`config.mk`:
```
export PLATFORM = sky130hd
export DESIGN_NAME = divcount_timer
export DESIGN_NICKNAME = d
export VERILOG_FILES = /design/src/rtl/divcount_pkg.sv /design/src/rtl/divcount_ctrl.sv /design/src/rtl/divcount_dp.sv /design/src/rtl/divcount_timer.sv
export SDC_FILE = /design/constraint.sdc
export NUM_CORES = 1
export LEC_CHECK = 0
export ABC_AREA = 1
export BUFFER_PORTS_ARGS = -buffer_cell sky130_fd_sc_hd__clkbuf_2
export CAP_MARGIN = 20
export CELL_PAD_IN_SITES_DETAIL_PLACEMENT = 1
export CELL_PAD_IN_SITES_GLOBAL_PLACEMENT = 2
export CORE_MARGIN = 4
export CORE_UTILIZATION = 29
export CTS_CLUSTER_DIAMETER = 80
export DETAILED_ROUTE_END_ITERATION = 16
export GPL_TIMING_DRIVEN = 1
export PLACE_DENSITY_LB_ADDON = 0.05
export SLEW_MARGIN = 10
export SYNTH_ARGS = -nofsm -noshare
export SYNTH_HDL_FRONTEND = slang
export SYNTH_SLANG_ARGS = --single-unit
```
`constraint.sdc`:
```
create_clock -name clk -period 2.8 [get_ports clk]
set_input_delay 0.42 -clock clk [delete_from_list [all_inputs] [get_ports clk]]
set_output_delay 0.42 -clock clk [all_outputs]
set_load 0.02 [all_outputs]
```
`src/rtl/divcount_pkg.sv`:
```
package divcount_pkg;
  // width of the divide code formed from the configuration bits
  localparam int CODE_W = 3;
  // prescaler counter width: holds the largest divisor minus one
  localparam int PRE_W = (1 << CODE_W) - 1;
  // positions inside the timer entry word
  localparam int MASK_BIT = 16;
  localparam int PERIODIC_BIT = 17;

  typedef struct packed {
    logic load;    // take the written initial count
    logic dec;     // step the count down by one
    logic reload;  // periodic wrap back to the initial count
    logic fire;    // raise the expiry request
  } tmrStrobe_t;
endpackage

```
`src/rtl/divcount_ctrl.sv`:
```
module divcount_ctrl
  import divcount_pkg::*;
(
  input  logic             clk,
  input  logic             rstN,
  input  logic             wrDiv,
  input  logic [3:0]       divData,
  input  logic             wrInit,
  input  logic             cntZero,
  input  logic             cntOne,
  input  logic             periodic,
  input  logic             masked,
  output tmrStrobe_t       strobe
);
  logic [CODE_W-1:0] divCode;
  logic [CODE_W-1:0] shiftAmt;
  logic [PRE_W:0]    span;
  logic [PRE_W-1:0]  limit;
  logic [PRE_W-1:0]  preCnt;
  logic              tick;

  // only bits 3, 1 and 0 of the written value are kept
  always_ff @(posedge clk or negedge rstN) begin
    if (!rstN) divCode <= '0;
    else if (wrDiv) divCode <= {divData[3], divData[1:0]};
  end

  // divisor = 2^((code+1) mod 8); the 3-bit add wraps on its own
  always_comb begin
    shiftAmt = divCode + CODE_W'(1);
    span     = (PRE_W+1)'(1) << shiftAmt;
    limit    = PRE_W'(span - (PRE_W+1)'(1));
  end

  assign tick = (preCnt >= limit);

  always_ff @(posedge clk or negedge rstN) begin
    if (!rstN) preCnt <= '0;
    else if (wrInit || tick) preCnt <= '0;
    else preCnt <= preCnt + PRE_W'(1);
  end

  always_comb begin
    strobe.load   = wrInit;
    strobe.dec    = !wrInit && tick && !cntZero;
    strobe.reload = !wrInit && tick && cntZero && periodic;
    strobe.fire   = !wrInit && tick && cntOne && !masked;
  end
endmodule

```
`src/rtl/divcount_dp.sv`:
```
module divcount_dp
  import divcount_pkg::*;
#(
  parameter int COUNT_W = 32,
  parameter int VEC_W   = 8
) (
  input  logic               clk,
  input  logic               rstN,
  input  tmrStrobe_t         strobe,
  input  logic               wrInit,
  input  logic               wrEntry,
  input  logic [COUNT_W-1:0] wrData,
  output logic [COUNT_W-1:0] curCount,
  output logic               reqValid,
  output logic [VEC_W-1:0]   reqVector,
  output logic               cntZero,
  output logic               cntOne,
  output logic               periodic,
  output logic               masked
);
  logic [COUNT_W-1:0] initReg;
  logic [VEC_W-1:0]   vecReg;

  always_ff @(posedge clk or negedge rstN) begin
    if (!rstN) begin
      vecReg   <= '0;
      masked   <= 1'b1;
      periodic <= 1'b0;
    end else if (wrEntry) begin
      vecReg   <= wrData[VEC_W-1:0];
      masked   <= wrData[MASK_BIT];
      periodic <= wrData[PERIODIC_BIT];
    end
  end

  always_ff @(posedge clk or negedge rstN) begin
    if (!rstN) initReg <= '0;
    else if (wrInit) initReg <= wrData;
  end

  always_ff @(posedge clk or negedge rstN) begin
    if (!rstN) curCount <= '0;
    else if (strobe.load) curCount <= wrData;
    else if (strobe.reload) curCount <= initReg;
    else if (strobe.dec) curCount <= curCount - COUNT_W'(1);
  end

  always_ff @(posedge clk or negedge rstN) begin
    if (!rstN) begin
      reqValid  <= 1'b0;
      reqVector <= '0;
    end else begin
      reqValid <= strobe.fire;
      if (strobe.fire) reqVector <= vecReg;
    end
  end

  assign cntZero = (curCount == '0);
  assign cntOne  = (curCount == COUNT_W'(1));
endmodule

```
`src/rtl/divcount_timer.sv`:
```
module divcount_timer
  import divcount_pkg::*;
#(
  parameter int COUNT_W = 32,
  parameter int VEC_W   = 8
) (
  input  logic               clk,
  input  logic               rstN,
  input  logic               wrInit,
  input  logic               wrDiv,
  input  logic               wrEntry,
  input  logic [COUNT_W-1:0] wrData,
  output logic [COUNT_W-1:0] curCount,
  output logic               reqValid,
  output logic [VEC_W-1:0]   reqVector
);
  tmrStrobe_t strobe;
  logic cntZero, cntOne, periodicMode, maskOn;

  divcount_ctrl u_ctrl (
    .clk(clk), .rstN(rstN), .wrDiv(wrDiv), .divData(wrData[3:0]),
    .wrInit(wrInit), .cntZero(cntZero), .cntOne(cntOne),
    .periodic(periodicMode), .masked(maskOn), .strobe(strobe)
  );

  divcount_dp #(.COUNT_W(COUNT_W), .VEC_W(VEC_W)) u_dp (
    .clk(clk), .rstN(rstN), .strobe(strobe), .wrInit(wrInit),
    .wrEntry(wrEntry), .wrData(wrData), .curCount(curCount),
    .reqValid(reqValid), .reqVector(reqVector), .cntZero(cntZero),
    .cntOne(cntOne), .periodic(periodicMode), .masked(maskOn)
  );
endmodule

```
==> results list, run 1 <==
* Count of warnings emitted by yosys: 0
- Die outline height: ~140 um
- Slack of the worst reg-to-reg path: 120 ps
* Cts bufs inserted: 9
* Final worst-path cycle share: 95.6%
- The region available for standard cell placement spans between 15000 and 20000 um2.
- Slack of the critical path: approximately 120 ps
- The first global-routing pass estimated between 20 and 30 mm of wire.
- The worst setup path is launched from a register.
* Final Critical Period: 2680 ps
* Proportion of synthesized flip-flops having asynchronous set or reset: 100%
- After floorplanning, the core was divided into 49 placement rows.
- Launch point of the worst reg-to-reg path: u_ctrl.divCode[1]
- Part of the Yosys area used for sequential elements: 43.6%
* Average footprint of a synthesized cell: 7.00 um2
- The critical path is of the reg -> reg type.
* Worst stage delay on the critical path: 410 ps
- The min-delay analysis places its worst path in the category in -> async.
- Leakage: 3.37 nW
- Count of non-filler cells in the finished layout: 1086
- R2R Path End: u_dp.curCount[26]
- Die outline area: between 20000 and 25000 um2
* Critical path peak fanout: 11
- Final hold violation count: 0
- Clock latency on the worst-skew pair, taken at its later pin, is around 360 ps.
- Antenna cells: 0
- Worst Hold Margin: 102 ps
- At the placement stage, the worst setup path has a slack of -250 ps.
* Synthesis-to-finish area growth: 24.1%
* Worst slew margin: between 50% and 60%
* Sequence of cells on the critical path: nor2_2 -> nand2_2 -> ha_4 -> buf_4 -> xor2_1 -> ha_1 -> a21oi_1 -> nand2_2 -> nand2_4 -> nand2_4 -> nor2_4 -> inv_2 -> nand2_4 -> inv_6 -> bufbuf_16 -> nor2_2 -> nor2_1
- Count of antenna-violating nets left after detailed routing: 0
* Instance count of the mapped netlist: 763
* Non-Filler Cell Area, Final: 6630 um2
- The H-tree was split into 3 levels.
* Max rail drop VDD: roughly 0.28 mV
- Count of flip-flops with a built-in enable after synthesis: 0
* Transition time of the tightest slew-check pin: 716 ps
- Power spread over the standard cell area amounts to 565 nW/um2.
- Dividing the detail-routed wire length by the instance count gives about 16 um.
- Cell type of the slowest stage on the worst timing path: dfrtp_1
- The tree is rooted in a clkbuf_16.
* Overall global routing resource usage: between 10% and 20%
- Core Util, Final: a little under two fifths
- For the final routed database, the setup TNS stands at 0 ps.
* Setup repair after global routing missed its margin: true
* Number of unique standard cell types used by synthesis: 30
- In this design, the critical path's most frequently occurring cell is nand2_4.
- The congestion estimate from routability-driven global placement came to just over 0.8.
- Post-route DRC violation count: 0
- Capturing instance or port of the critical path: u_dp.curCount[26]
- Clock transition at the registers of the reported paths: 70 ps
- After detailed routing, the total wire length is 17.1 mm.
* CP required: 3050 ps
- The critical path runs through a total of 17 cells.
- The number of max-slew violations in the final report came to 0.
- After detailed routing, the number of vias per cell comes to 4.59.
- Critical Path End Type: register
* Most used flip-flop cell after synthesis: dfrtp_1
- Detailed Route Iter0 Violations: 169
* Number of top-level pins: approximately 80
- Largest net degree at the start of global routing: between 40 and 50
- Final worst clock skew: 10.6 ps
* Total Power Consumption: 3.75 mW
- In this run the worst setup path begins at u_ctrl.divCode[1].
- For the worst flop-to-flop path, the logic depth is 17.
- Summed over all layers, the global routing overflow is 0.
* Vias in the first global route: 5246
- In this run, synthesis produced a sequential element count of 93.
* Placement Cell Area: 6060 um2
- Final setup violation count: 0
- Critical path arrival: 2920 ps
- # placed instances: 1060
* Port bufs: 77
- Post-synthesis cell area: 5340 um2
- Number of detailed-routing iterations run before antenna repair: 4
* Clock Tree Buf Depth: 2
* Initial antenna violation count: 0
- Counting every net in the synthesized netlist gives slightly above 800.
* DR vias: ~5000
* Layout cells sized above 1: a little under a fifth
- Buffers & Inverters on Critical Path: 4
* Initial Utilization: between 20% and 30%
* Clock sink count: 93
- The tool flagged a number of max-cap violations equal to 0.
- The die is 144 um wide.
- The wire-length estimate of the detail-placed layout is 12.6 mm.
* Max Fclk: about 370 MHz
- Among cell families on the critical path, the largest total delay comes from simple AND/OR/NAND/NOR gates.
* Post-layout net count: 900
- The flow ran to the end, and the final reports show no timing, DRC or antenna violations.
- Clock tree from TritonCTS: yes
cells in the final DEF, fill, tap and decap left out, drive strengths merged, types with 8 or more instances in the layout:
master,synthesis,layout
clkbuf,14,87
ha,11,11
nand3b,8,8
o21ai,47,47
dfrtp,92,92
nand3,40,40
a21oi,27,27
xor2,11,11
inv,77,81
xnor2,15,15
nor2,163,163
nand2,240,240
buf,10,23
report_power, final:
part	total, mW	switching (mW)	internal, mW
combinational	0.861	0.542	0.319
clock	1.23	0.609	0.625
sequential	1.65	0.171	1.48
total	3.75	1.32	2.42
cell families (layout without fill, tap and decap cells):
| family | Yosys count | after routing | share of synthesized area (%) |
|---|---|---|---|
| and+or+nand+nor | 456 | 456 | 34.8 |
| buffers and inverters | 101 | 195 | 7.61 |
| DFF | 93 | 93 | 43.6 |
| AOI/OAI and AO/OA | 76 | 76 | 7.17 |
| xor gates and xnor gates | 26 | 26 | 4.26 |
| adders and majority gates | 11 | 11 | 2.58 |
metal layers:
layer | GRT usage (%) | part of all wire (%)
met1 | 24.1 | 50
met2 | 27.9 | 46
met3 | 2.23 | 2.2
met4 | 5.40 | 1.5
met5 | 0 | 0
what timing repair did:
item,in CTS,in global routing
pin swaps,2,12
gates resized for setup,9,35
endpoints found under the setup margin,32,32
hold buffers,0,0
gates cloned,1,2
buffers inserted,2,5
Yosys cell counts (all sizes together), types with 3 or more instances:
library cell	count	share of area, %
nand2	240	17
inv	77	5.4
a21oi	27	2.5
nand3	40	3.8
clkbuf	14	0.98
buf	10	1.2
xor2	11	1.8
xnor2	15	2.5
nor3	3	0.49
ha	11	2.6
nor2	163	12
o21ai	47	4.4
nand3b	8	1.1
dfrtp	92	43
worst min-delay path by stage:
| stage | startpoint | endpoint | depth (start not counted) |
|---|---|---|---|
| finish | rstN | u_ctrl.preCnt[1] | 1 |
| global route | rstN | u_ctrl.preCnt[1] | 1 |
| CTS | rstN | u_ctrl.preCnt[1] | 1 |
| detailed placement | u_dp.initReg[17] | u_dp.initReg[17] | 2 |
| global placement | u_dp.initReg[16] | u_dp.initReg[16] | 2 |
| floorplan | rstN | u_ctrl.divCode[0] | 0 |
sequential cells by signal, indices dropped and copies added (netlist names):
register,count
u_ctrl.divCode,3
u_ctrl.preCnt,7
u_dp.curCount,32
u_dp.initReg,32
u_dp.masked,1
u_dp.periodic,1
u_dp.reqValid,1
u_dp.reqVector,8
u_dp.vecReg,8
cell type report:
class                           instances  area [um2]
Fill cell                            2300       11400
Multi-Input combinational cell        569        2720
Sequential cell                        93        2330
Timing Repair Buffer                  102         704
Inverter                               77         294
Tap cell                              229         287
Clock buffer                            9         225
Clock inverter                          7        65.1
No activity file was read; power rests on OpenSTA's default activity.
==> inputs of run 2 (changes only) <==
==> constraint.sdc (replaced) <==
create_clock -name clk -period 2.8 [get_ports clk]
set_input_delay 0.14 -clock clk [delete_from_list [all_inputs] [get_ports clk]]
set_output_delay 0.14 -clock clk [all_outputs]
set_load 0.02 [all_outputs]
==> results list, run 2 (synthesis results as in run 1) <==
- Final hold violation count: 0 (unchanged)
- Clock Tree Buf Depth: 2 (unchanged)
- Final worst-path cycle share: 95.5% (-0.11 points)
* Final worst clock skew: 10.3 ps (-0.292 ps)
- The largest vdd supply drop is 0.289 mV (+4.6%).
- The starting density of the core is 29.6% (unchanged).
* Routed wirelength normalized by instance count: 16.2 um (+3.3%)
- Setup repair after global routing could not meet its margin everywhere.
- Clock tree from TritonCTS: yes
- Number of cells on the worst reg-to-reg path: 19 (+2)
- The mean number of vias per cell was 4.63 (+1.0%).
* HP Class: in -> reg
- In this run the worst setup path begins at u_ctrl.divCode[0].
* Registers with the most flip-flops: u_dp.curCount x32, u_dp.initReg x32
* Wire length of the first global-routing pass: 28.6 mm (+2.6%)
* Number of detailed-routing iterations run before antenna repair: 4 (unchanged)
- The number of setup violations in the final report came to 0 (unchanged).
- Combinational share of power: 22.7% (-0.3 points)
* Initial antenna violation count: 0 (unchanged)
* Placer Congestion: 0.848 (+3.0%)
* Switching share of power: 35.7% (+0.46 points)
- Detailed-route wire length: 17.7 mm (+3.6%)
* Post-route DRC violation count: 0 (unchanged)
* Pre-CTS setup slack: -251 ps (-1.72 ps)
- The critical path is of the reg -> reg type.
- The area growth from synthesis to layout is 25.0%.
* Source-to-sink clock delay at the later pin of the worst-skew pair: 360 ps (about the same)
* Total gr overflow: 0 (unchanged)
* Number of top-level pins: 78 (unchanged)
* Clock sink count: 93 (unchanged)
* Critical path peak fanout: 5 (-6)
- Area of the placeable core: 18000 um2 (unchanged)
* Outcome: finished clean
- Largest net degree at the start of global routing: 94 (+92%)
- Max-slew violation count: 0 (unchanged)
- The total of max-cap violations was 0 (unchanged).
- CP Launch Type: register
- Launch point of the worst reg-to-reg path: u_ctrl.divCode[0]
* Worst Hold Margin: 9.51 ps (-92.6 ps)
- The post-layout net count is 903 (+0.33%).
* Commonest non-fill, non-tap cell in the layout: nand2_1
- The overall die width was 144 um (unchanged).
- Slack of the critical path: 127 ps (+3.08 ps)
- The transition time at the pin with the least slew margin came to 528 ps (-188 ps).
- Placed wire-length estimate after detailed placement: 12.7 mm (+0.17%)
- The vertical die dimension was 144 um (unchanged).
- Non-Filler Cell Area, Final: 6680 um2 (+0.77%)
- The total number of vias is 5047 (+1.3%).
- Critical Path End Type: register
- The number of standard-cell rows in the floorplan was 49 (unchanged).
- The worst register-to-register path ends at u_dp.curCount[22].
* Cts bufs inserted: 9 (unchanged)
- The cell area power density is 566 nW/um2 (+0.11%).
* Max Fclk: 374 MHz (+0.12%)
* Layout cells sized above 1: 18.7% (+0.051 points)
* Vias in the first global route: 5462 (+4.1%)
* Setup_tns: 0 ps (unchanged)
* Detailed Route Iter0 Violations: 179 (+5.9%)
* Leakage: 3.38 nW (+0.29%)
* Hold Crit Start: wrData[15]
- For hold timing, the worst endpoint is u_dp.initReg[15].
- The clock period minus final worst setup slack was 2670 ps (-3.08 ps).
- Port bufs: 77 (unchanged)
- The number of antenna repair diodes was 0 (unchanged).
- The power share of the clock group came to 33.6% (+0.6 points).
- Die outline area: 20700 um2 (unchanged)
- The placement-stage cell area was 6070 um2 (+0.12%).
- The cell-internal power came to 2.43 mW (+0.17%).
- In the layout the commonest cells are 228 x nand2_1, 149 x nor2_1, 92 x dfrtp_1.
- Critical path arrival: 2970 ps (+50 ps)
* Clock transition at the registers of the reported paths: 80 ps (about the same)
- The max-slew headroom at the worst pin came to 64.8% (+13 points).
* Switching component of the power: 1.35 mW (+2.2%)
- Clk root buf: clkbuf_16
- The sequential share of power was 43.7% (-0.4 points).
* Slack of the worst reg-to-reg path: 130 ps (about the same)
* CP required: 3090 ps (+40 ps)
- The worst hold path passes through 3 cells.
* Count of antenna-violating nets left after detailed routing: 0 (unchanged)
* H-Tree Level Count: 3 (unchanged)
* Overall global routing resource usage: 17.6% (+0.32 points)
run 2: power by group through the flow:
stage	registers, mW	clock network, mW	logic, mW
floorplan	1.71	0	0.442
global placement	1.67	0	0.800
detailed placement	1.68	0	0.822
CTS	1.65	1.32	0.847
global route	1.68	1.38	0.982
finish	1.65	1.27	0.858
run 2: worst max-delay path, cell delays in order (launching register included):
cell and delay, ps:
dfrtp_1 400, buf_4 160, nor2_4 110, nand2_2 70, ha_4 170, xor2_1 160, ha_1 300, nand2_1 50
inv_1 50, nand2_1 40, nand2_1 90, nand2_2 110, nand2_4 90, nand2_2 80, nor2_4 250, clkbuf_16 220
nand2_1 60, nand3_2 70, nor2_1 40, nor2_1 70
run 2: per-layer routing:
metal / part of all wire, % / global-route usage (%) / vias to the layer above
li1: - / - / 2538
met1: 49 / 23.9 / 2444
met2: 48 / 29.5 / 53
met3: 2.3 / 2.30 / 12
met4: 1.2 / 4.96 / 0
met5: 0 / 0 / -
run 2: area by class of cell:
class                   count  area [um2]
repair buffers            105         731
fillers                  2300       11300
multi-input cells         569        2740
flip-flops and latches     93        2330
clock inverters             7        76.3
inverters                  77         294
well taps                 229         287
clock buffers               9         225
run 2: worst max path at each step:
| stage | cells past startpoint | to | slack, ps |
|---|---|---|---|
| after floorplan | 20 | u_dp.curCount[12] | 180 |
| after global placement | 20 | u_dp.curCount[19] | -130 |
| after detailed placement | 20 | u_dp.curCount[16] | -250 |
| after CTS | 20 | u_dp.curCount[21] | 20 |
| after global routing | 19 | u_dp.curCount[30] | -80 |
| final | 19 | u_dp.curCount[22] | 130 |
run 2: repair_timing:
action / 4_1_cts / 5_1_grt
hold endpoints to repair: 93 / 0
pin swaps: 2 / 16
setup endpoints to repair: 32 / 32
buffers inserted: 2 / 4
gates cloned: 1 / 3
gates resized for setup: 7 / 38
hold buffers: 2 / 0
run 2: per-stage QoR:
| stage | instances | utilization (%) | power, mW |
|---|---|---|---|
| 6_report | 1089 | 37.1 | 3.78 |
| 2_1_floorplan | 763 | - | 2.15 |
| 5_1_grt | 1089 | 37.1 | 4.04 |
| 3_3_place_gp | 1061 | 33.7 | 2.47 |
| 4_1_cts | 1082 | 35.9 | 3.82 |
| 3_5_place_dp | 1061 | 33.7 | 2.50 |
==> inputs of run 3 (changes only) <==
==> constraint.sdc (replaced) <==
create_clock -name clk -period 2.8 [get_ports clk]
set_input_delay 0.28 -clock clk [delete_from_list [all_inputs] [get_ports clk]]
set_output_delay 0.28 -clock clk [all_outputs]
set_load 0.02 [all_outputs]
==> results list, run 3 (synthesis results as in run 1) <==
- The DRC violation total after the first TritonRoute iteration was 238 (+33%).
* Most used cells in the layout excluding fill and tap cells: 225 x nand2_1, 138 x nor2_1, 92 x dfrtp_1
* Placer Congestion: 0.791 (-6.7%)
* Post-route DRC violation count: 0 (unchanged)
- The sequential cell area was 2330 um2 (unchanged).
* H-Tree Level Count: 3 (unchanged)
- STA classifies the critical path endpoint as a register.
- Hold Crit Start: wrData[8]
- The leakage power of the design is 3.44 nW (+2.0%).
- The number of setup violations in the final report was 0 (unchanged).
- Final worst clock skew: 14.4 ps (+4.02 ps)
- The starting density of the core is 29.6% (unchanged).
- Detailed route wirelength on metal3: 519 um (+25%)
* Max-slew violation count: 0 (unchanged)
- Core Util, Final: 38.0% (+0.97 points)
* Setup repair after global routing missed its margin: true
* HP Class: in -> reg
* Transition time of the tightest slew-check pin: 675 ps (+147 ps)
- Port bufs: 77 (unchanged)
* Width of the die: 144 um (unchanged)
- Total gr overflow: 0 (unchanged)
* Slack of the worst reg-to-reg path: 70 ps (-50 ps)
* Final Critical Period: 2730 ps (+53.0 ps)
* Combined area of the multi-input logic cells: 2820 um2 (+3.0%)
* Worst Hold Margin: 151 ps (+141 ps)
* Pre-CTS setup slack: -146 ps (+106 ps)
- Compared with the post-synthesis result, the final layout area differs by 28.3%.
- Area of the placeable core: 18000 um2 (unchanged)
- Count of antenna-violating nets left after detailed routing: 0 (unchanged)
* Critical path arrival: 2970 ps (about the same)
* Total Power Consumption: 3.84 mW (+1.7%)
* Commonest non-fill, non-tap cell in the layout: nand2_1
* Die outline area: 20700 um2 (unchanged)
- Antenna cells: 0 (unchanged)
- The cell area power density is 561 nW/um2 (-0.85%).
- Vias in the first global route: 5210 (-4.6%)
* Cts bufs inserted: 9 (unchanged)
- CP required: 3050 ps (-40 ps)
- Number of detailed-routing iterations run before antenna repair: 4 (unchanged)
- The layout cell share with drive strength beyond 1 was 21.7% (+3.0 points).
- Number of placement rows: 49 (unchanged)
- The startpoint identified for the worst register-to-register timing path is u_ctrl.divCode[0].
- Die outline height: 144 um (unchanged)
- The buffer depth of the longest clock path came to 2 (unchanged).
* DR vias: 5030 (-0.34%)
- The total wirelength of the detailed-routed design was 17.4 mm (-1.4%).
- In this run the clock root is driven by a clkbuf_16.
- The largest net degree at the start of global routing came to 50 (-47%).
- Clock sink count: 93 (unchanged)
- The CTS clock-pin slew for the worst setup and hold paths is 80 ps (about the same).
- The final critical-path share of the clock period was 97.4% (+1.9 points).
- The post-layout net count is 912 (+1.0%).
- The max-slew headroom at the worst pin was 55.0% (-9.8 points).
- Kind of critical path: reg -> reg
- The latest clock arrival within the worst-skew pair is 360 ps (about the same).
- Final hold violation count: 0 (unchanged)
- The most critical setup path has its startpoint at u_ctrl.divCode[0].
- The total met2 wirelength after detailed routing was 8.02 mm (-5.2%).
- The number of primary I/O pins was 78 (unchanged).
- Overall global routing resource usage: 16.8% (-0.81 points)
- The largest vdd supply drop was 0.293 mV (+1.5%).
- Registers with the most flip-flops: u_dp.curCount x32, u_dp.initReg x32
- The maximum net fanout on the critical path was 6 (+1).
- The initial antenna violation count was 0 (unchanged).
- Max Fclk: 367 MHz (-1.9%)
* # placed instances: 1067 (+0.57%)
- Placed wire-length estimate after detailed placement: 12.6 mm (-0.69%)
* Max layer used: met4
* Clock tree from TritonCTS: yes
- Outcome: finished clean
* Number of vias per cell after detailed routing: 4.58 (-1.2%)
- The non-filler instance count after layout is 1098 (+0.83%).
* Routed wirelength normalized by instance count: 15.9 um (-2.2%)
- Number of max-cap violations: 0 (unchanged)
- Slack of the critical path: 73.9 ps (-53.0 ps)
- Wire length of the first global-routing pass: 27.4 mm (-4.1%)
* CP Launch Type: register
* # fillers: 2294 (-0.26%)
* Met1 Wirelength: 8.70 mm (+1.5%)
==> run 3: worst max-delay path: stages, from the launching register on <==
cell,delay (ps)
dfrtp_1,430
nand2_2,90
inv_2,40
nand2_2,80
ha_4,160
inv_4,50
a21oi_4,140
o22ai_2,90
ha_1,330
nand2_2,100
inv_1,50
a21oi_2,160
nand2_2,100
nor2_4,140
inv_4,60
nand2_8,100
clkinv_8,80
buf_12,150
buf_8,130
nor2_2,80
nor2_1,50
==> run 3: final timing paths <==
check,endpoint,depth (start not counted)
min in group asynchronous,u_ctrl.preCnt[1],2
max in group asynchronous,u_dp.curCount[21],3
hold reg to reg,u_dp.initReg[16],2
hold / removal,u_dp.initReg[8],3
setup / recovery,u_dp.curCount[19],20
setup reg to reg,u_dp.curCount[19],20
==> run 3: routing by layer <==
layer / track usage (%) / vias up
met3: 2.06 / 11
met2: 27.2 / 61
li1: - / 2568
met1: 23.8 / 2390
met5: 0 / -
met4: 4.31 / 0
==> run 3: metrics by stage <==
step	setup TNS, ps	cell area (um2)
after global routing	-2440	6860
after global placement	0	6090
final	0	6860
after CTS	0	6430
after floorplan	0	5340
after detailed placement	-3060	6090
==> run 3: final cells by class <==
class	count	area share (%)
clock buffers	9	3.29
clock inverters	7	1.19
inverters	77	4.47
multi-input cells	569	41.2
flip-flops and latches	93	34.0
well taps	229	4.18
repair buffers	112	11.4
repair inverters	2	0.365
==> run 3: what timing repair did <==
action                                  4_1_cts  5_1_grt
hold buffers                                  1        0
hold endpoints to repair                     42        0
setup buffers                                 0       10
gates cloned                                  0        4
endpoints found under the setup margin       32       32
gates resized for setup                       6       77
pin swaps                                     0       22
==> run 3: power by group <==
group,internal [mW],switching [mW]
clock,0.636,0.635
combinational,0.346,0.573
sequential,1.48,0.175
